## config.mk

```make
export PLATFORM = sky130hd
export DESIGN_NAME = rbus_age_arbiter
export DESIGN_NICKNAME = d
export VERILOG_FILES = /design/src/rtl/rbus_arb_pkg.sv /design/src/rtl/age_pick.sv /design/src/rtl/unit_tracker.sv /design/src/rtl/wake_filter.sv /design/src/rtl/rbus_age_arbiter.sv
export SDC_FILE = /design/constraint.sdc
export NUM_CORES = 1
export LEC_CHECK = 0
export BUFFER_PORTS_ARGS = -buffer_cell sky130_fd_sc_hd__buf_2
export CAP_MARGIN = 10
export CORE_MARGIN = 2
export CORE_UTILIZATION = 35
export DETAILED_ROUTE_END_ITERATION = 8
export GPL_ROUTABILITY_DRIVEN = 1
export SLEW_MARGIN = 20
export SYNTH_ARGS = -nofsm -noshare
export SYNTH_HDL_FRONTEND = slang
export SYNTH_HIERARCHICAL = 1
export SYNTH_SLANG_ARGS = --single-unit
```

## constraint.sdc

```tcl
create_clock -name clk -period 7.95 [get_ports clk]
set_input_delay 0.3975 -clock clk [delete_from_list [all_inputs] [get_ports clk]]
set_output_delay 0.3975 -clock clk [all_outputs]
set_load 0.01 [all_outputs]
```

## src/rtl/rbus_arb_pkg.sv

```systemverilog
package rbus_arb_pkg;
   typedef enum logic [1:0] {
      KIND_FP     = 2'b00,
      KIND_INT    = 2'b01,
      KIND_BRANCH = 2'b10,
      KIND_STORE  = 2'b11
   } op_kind_t;

   // Result kinds compete for the broadcast bus; branches and stores do not.
   function automatic logic kind_needs_bus(input op_kind_t k);
      return (k == KIND_FP) || (k == KIND_INT);
   endfunction
endpackage

```

## src/rtl/age_pick.sv

```systemverilog
// Selects the oldest candidate by wrap-around sequence number; one-hot result.
module age_pick #(
   parameter int N  = 4,
   parameter int AW = 4
) (
   input  logic [N-1:0]    cand,
   input  logic [N*AW-1:0] age,
   output logic [N-1:0]    win
);
   function automatic logic older(input logic [AW-1:0] a, input logic [AW-1:0] b);
      logic [AW-1:0] diff;
      diff = a - b;
      return diff[AW-1];
   endfunction

   generate
      if (N == 1) begin : g_single
         assign win = cand;
      end else begin : g_multi
         always_comb begin
            for (int i = 0; i < N; i++) begin
               win[i] = cand[i];
               for (int j = 0; j < N; j++) begin
                  if (j != i && cand[j]) begin
                     if (older(age[j*AW +: AW], age[i*AW +: AW]))
                        win[i] = 1'b0;
                     else if ((age[j*AW +: AW] == age[i*AW +: AW]) && (j < i))
                        win[i] = 1'b0;
                  end
               end
            end
         end
      end
   endgenerate
endmodule

```

## src/rtl/unit_tracker.sv

```systemverilog
// Occupancy of the non-pipelined units: set on start, cleared on release.
module unit_tracker #(
   parameter int NUNIT = 2
) (
   input  logic             clk,
   input  logic             rst,
   input  logic [NUNIT-1:0] start,
   input  logic [NUNIT-1:0] release_u,
   output logic [NUNIT-1:0] busy
);
   always_ff @(posedge clk) begin
      if (rst)
         busy <= '0;
      else
         busy <= (busy & ~release_u) | start;
   end
endmodule

```

## src/rtl/wake_filter.sv

```systemverilog
// Holds last cycle's broadcast and marks start requests whose operand is ready.
module wake_filter #(
   parameter int N     = 4,
   parameter int TAG_W = 6
) (
   input  logic             clk,
   input  logic             rst,
   input  logic             bus_valid,
   input  logic [TAG_W-1:0] bus_tag,
   input  logic [N-1:0]     wait_src,
   input  logic [N*TAG_W-1:0] src_tag,
   output logic [N-1:0]     ready
);
   logic             held_v;
   logic [TAG_W-1:0] held_tag;

   always_ff @(posedge clk) begin
      if (rst) begin
         held_v   <= 1'b0;
         held_tag <= '0;
      end else begin
         held_v   <= bus_valid;
         held_tag <= bus_tag;
      end
   end

   generate
      for (genvar i = 0; i < N; i++) begin : g_rdy
         assign ready[i] = !wait_src[i] ||
                           (held_v && (held_tag == src_tag[i*TAG_W +: TAG_W]));
      end
   endgenerate
endmodule

```

## src/rtl/rbus_age_arbiter.sv

```systemverilog
module rbus_age_arbiter
   import rbus_arb_pkg::*;
#(
   parameter int NREQ   = 4,
   parameter int SEQ_W  = 4,
   parameter int TAG_W  = 6,
   parameter int DATA_W = 16,
   parameter int NUNIT  = 2,
   localparam int UIDX_W = (NUNIT > 1) ? $clog2(NUNIT) : 1
) (
   input  logic                    clk,
   input  logic                    rst,
   input  logic [NREQ-1:0]         fin_valid,
   input  logic [NREQ*2-1:0]       fin_kind,
   input  logic [NREQ*SEQ_W-1:0]   fin_age,
   input  logic [NREQ*UIDX_W-1:0]  fin_unit,
   input  logic [NREQ*TAG_W-1:0]   fin_tag,
   input  logic [NREQ*DATA_W-1:0]  fin_data,
   output logic [NREQ-1:0]         fin_gnt,
   output logic [NREQ-1:0]         fin_ack,
   output logic                    bus_valid,
   output logic [TAG_W-1:0]        bus_tag,
   output logic [DATA_W-1:0]       bus_data,
   input  logic [NREQ-1:0]         ex_valid,
   input  logic [NREQ*SEQ_W-1:0]   ex_age,
   input  logic [NREQ*UIDX_W-1:0]  ex_unit,
   input  logic [NREQ-1:0]         ex_wait,
   input  logic [NREQ*TAG_W-1:0]   ex_src_tag,
   output logic [NREQ-1:0]         ex_gnt,
   output logic [NUNIT-1:0]        unit_busy
);
   generate
      if (NREQ < 1)   begin : g_bad_nreq  $error("NREQ must be at least 1");  end
      if (SEQ_W < 2)  begin : g_bad_seq   $error("SEQ_W must be at least 2"); end
      if (TAG_W < 1)  begin : g_bad_tag   $error("TAG_W must be at least 1"); end
      if (DATA_W < 1) begin : g_bad_data  $error("DATA_W must be at least 1"); end
      if (NUNIT < 1)  begin : g_bad_unit  $error("NUNIT must be at least 1"); end
   endgenerate

   logic [NREQ-1:0] res_cand;
   logic [NREQ-1:0] quiet_done;
   logic [NREQ-1:0] src_ready;
   logic [NUNIT-1:0] unit_start;
   logic [NUNIT-1:0] unit_free_evt;
   logic [NREQ-1:0] ex_win [NUNIT];

   // Classify finish requests.
   generate
      for (genvar i = 0; i < NREQ; i++) begin : g_cls
         op_kind_t k;
         assign k             = op_kind_t'(fin_kind[i*2 +: 2]);
         assign res_cand[i]   = fin_valid[i] && !rst && kind_needs_bus(k);
         assign quiet_done[i] = fin_valid[i] && !rst && !kind_needs_bus(k);
      end
   endgenerate

   age_pick #(.N(NREQ), .AW(SEQ_W)) u_bus_pick (
      .cand (res_cand),
      .age  (fin_age),
      .win  (fin_gnt)
   );

   assign fin_ack   = fin_gnt | quiet_done;
   assign bus_valid = |fin_gnt;

   always_comb begin
      bus_tag  = '0;
      bus_data = '0;
      for (int i = 0; i < NREQ; i++) begin
         if (fin_gnt[i]) begin
            bus_tag  = bus_tag  | fin_tag[i*TAG_W +: TAG_W];
            bus_data = bus_data | fin_data[i*DATA_W +: DATA_W];
         end
      end
   end

   // Unit release on any accepted finish.
   always_comb begin
      unit_free_evt = '0;
      for (int i = 0; i < NREQ; i++) begin
         for (int u = 0; u < NUNIT; u++) begin
            if (fin_ack[i] && (fin_unit[i*UIDX_W +: UIDX_W] == UIDX_W'(u)))
               unit_free_evt[u] = 1'b1;
         end
      end
   end

   wake_filter #(.N(NREQ), .TAG_W(TAG_W)) u_wake (
      .clk       (clk),
      .rst       (rst),
      .bus_valid (bus_valid),
      .bus_tag   (bus_tag),
      .wait_src  (ex_wait),
      .src_tag   (ex_src_tag),
      .ready     (src_ready)
   );

   // One age picker per unit.
   generate
      for (genvar u = 0; u < NUNIT; u++) begin : g_unit
         logic [NREQ-1:0] cand_u;
         for (genvar i = 0; i < NREQ; i++) begin : g_c
            assign cand_u[i] = ex_valid[i] && src_ready[i] && !rst && !unit_busy[u] &&
                               (ex_unit[i*UIDX_W +: UIDX_W] == UIDX_W'(u));
         end
         age_pick #(.N(NREQ), .AW(SEQ_W)) u_ex_pick (
            .cand (cand_u),
            .age  (ex_age),
            .win  (ex_win[u])
         );
         assign unit_start[u] = |ex_win[u];
      end
   endgenerate

   always_comb begin
      ex_gnt = '0;
      for (int u = 0; u < NUNIT; u++)
         ex_gnt = ex_gnt | ex_win[u];
   end

   unit_tracker #(.NUNIT(NUNIT)) u_units (
      .clk       (clk),
      .rst       (rst),
      .start     (unit_start),
      .release_u (unit_free_evt),
      .busy      (unit_busy)
   );
endmodule

```

==> impl_metrics.tcl <==
set metrics [dict create \
    register_area_um2 180 \
    tritoncts "done" \
    grt_pass1_vias 4809 \
    run_status "complete, no violations" \
    cts_max_path_buffers 2 \
    portBuffers 206 \
    clk-insertion-delay-late_ps 230 \
    synth_edf_count 0 \
    min_period_over_period_pct 44.2 \
    synth_flop_cell "dfxtp_1" \
    cellPowerDensity_nw_per_um2 80.4 \
    coreArea_um2 12000 \
    syn_to_final_growth_pct 28.5 \
    hold_class "in2reg" \
    ctsHoldBuffers 0 \
    reg2regPathDepth 11 \
    layout-drive-gt1-share_pct 30.1 \
    syn-num-nets 825 \
    grt_overflow_total 0 \
    clock_skew_ps 1.73 \
    multi_input_area_um2 3820 \
    ys_async_sr_fraction_pct 0 \
    dr.pass1.iters 4 \
    numCtsBuffers 3 \
    avgSynthCellArea_um2 7.92 \
    setup_tns_ps 0 \
    start_util_pct 35.8 \
    crit_required_ps 7550 \
    power.leakage_nw 2.99 \
    totalWireLength_um 15700 \
    clkSinkCount 9 \
    synth_warnings 6 \
    dieWidth_um 115 \
    syn_inst 543 \
    worstPathArrival_ps 3110 \
    drc 0 \
    ir_worst_vdd_uv 51.8 \
    path_clk_slew_ps 40 \
    die_area_um2 13200 \
    drv_slew 0 \
    grt_max_degree 28 \
    viasPerCell 5.38 \
    cts_resized 0 \
    criticalPathCategory "in2out" \
    antenna_found_initial 2 \
    dp_hpwl_um 13200 \
    fin_nets 1023 \
    synth_seq_cells 9 \
    hold_violations 0 \
    crit_fanout 27 \
    grt_setup_unrepaired "no" \
    power_w 0.000444 \
    vias 4773 \
    fmax_mhz 285 \
    min_path_cells 4 \
    wl_per_cell_um 17.7 \
    startpoint_type "primary input" \
    mappedNetlistArea_um2 4300 \
    tightest_slew_ps 1080 \
    drtAntennaViolNets 0 \
    cts_setup_buffers 0 \
    seq_area_frac_synth_pct 4.19 \
    finalSetupViolCount 0 \
    cts_root_buf "clkbuf_16" \
    gp_congestion 0.941 \
    slew_headroom_pct 27.8 \
    grt_pass1_wl_um 23700 \
    netlist-cell-type-count 42 \
    layout_min_cycle_time_ps 3510 \
    drt_iter0_drc 234 \
    num_io_pins 211 \
    end_kind "output pin" \
    die_h_um 115 \
    htreeDepth 1 \
    drv_cap 0 \
    grt_use_total_pct 22.6 \
    fp-row-count 40 \
    fillers 1242 \
]
[final timing paths]
path,from,slack (ps),to
worst max-delay path,fin_age[6],4440,bus_tag[0]
worst min-delay path,fin_tag[8],510,u_wake/held_tag[2]
worst max register to register,u_wake/held_tag[3],4950,u_units/busy[0]
worst min register to register,u_units/busy[1],520,u_units/busy[1]
[cell usage in the layout, fill, tap and decap left out, types with 4 or more instances in the layout]
master,count
xor2_1,24
dfxtp_1,9
nor3_1,4
nand2_1,46
and3_1,4
o211ai_1,7
nand4_1,5
mux2i_1,12
nand3_1,6
a21o_1,6
a21oi_1,29
o21a_1,12
a31oi_1,12
nand2b_1,10
or2_2,4
inv_1,56
ha_1,108
o21ai_0,18
nor2b_1,19
nor3b_1,5
xnor2_1,30
buf_2,206
nand3b_1,14
a22oi_1,46
o41ai_2,4
and4_1,6
[worst max-delay path: stages]
cell and delay (ps):
buf_2 130, inv_1 100, ha_1 360, a21oi_1 180, nand2_1 80, mux2i_1 140, a221oi_1 320, o21a_1 890
a22oi_1 150, nand2_1 190, buf_2 160
[cell usage after synthesis, drive strengths merged (12+ instances only)]
cell type	n	area (um^2)
ha	108	1350
inv	56	210
a22oi	46	345
nand2	46	173
xnor2	30	263
a21oi	29	145
xor2	24	210
nor2b	19	119
o21ai	18	90.1
buf	14	95.1
nand3b	14	105
a31oi	12	75.1
mux2i	12	120
o21a	12	90.1
[registers in the layout, indices dropped and copies added (netlist names)]
name             count
u_units/busy         2
u_wake/held_tag      6
u_wake/held_v        1
[final cells by class]
| type | instances | area share [%] |
|---|---|---|
| repair buffers | 207 | 18.9 |
| clock inverters | 1 | 0.0906 |
| multi-input cells | 464 | 69.2 |
| clock buffers | 3 | 1.36 |
| flip-flops and latches | 9 | 3.26 |
| well taps | 147 | 3.33 |
| inverters | 56 | 3.81 |
| diodes | 1 | 0.0453 |
[metrics by stage]
step	instances	utilization [%]	worst slack [ps]	cell area (um^2)	hold slack [ps]
floorplan	543	-	5310	4300	467
global placement	882	45.2	4360	5430	493
detailed placement	882	45.2	4300	5430	507
CTS	886	45.8	4300	5510	507
global route	888	46.0	4150	5520	543
finish	888	46.0	4440	5520	506
[per-layer routing]
layer | global-route usage (%) | up-vias | part of all wire, %
met4 | 5.38 | 0 | 1.7
met5 | 0 | - | 0
met2 | 44.0 | 174 | 53
met3 | 2.69 | 20 | 4.9
met1 | 26.1 | 2214 | 41
li1 | - | 2365 | -
[power breakdown]
part | total [W] | switching, W | internal, W
clock network | 0.0000876 | 0.0000214 | 0.0000662
logic | 0.000302 | 0.000167 | 0.000135
registers | 0.0000541 | 0.00000550 | 0.0000486
total | 0.000444 | 0.000194 | 0.000250
[cell families (layout without fill, tap and decap cells)]
| family | count (synthesis) | count (layout) | synth area share (%) |
|---|---|---|---|
| AOI/OAI and AO/OA | 158 | 158 | 26.2 |
| xor gates and xnor gates | 54 | 54 | 11.0 |
| adders and majority gates | 108 | 108 | 31.4 |
| buffers and inverters | 70 | 267 | 7.10 |
| DFF | 9 | 9 | 4.19 |
| muxes | 12 | 12 | 2.79 |
| other | 0 | 1 | 0 |
| and+or+nand+nor | 132 | 132 | 17.3 |
(Power assumes the default switching activity.)
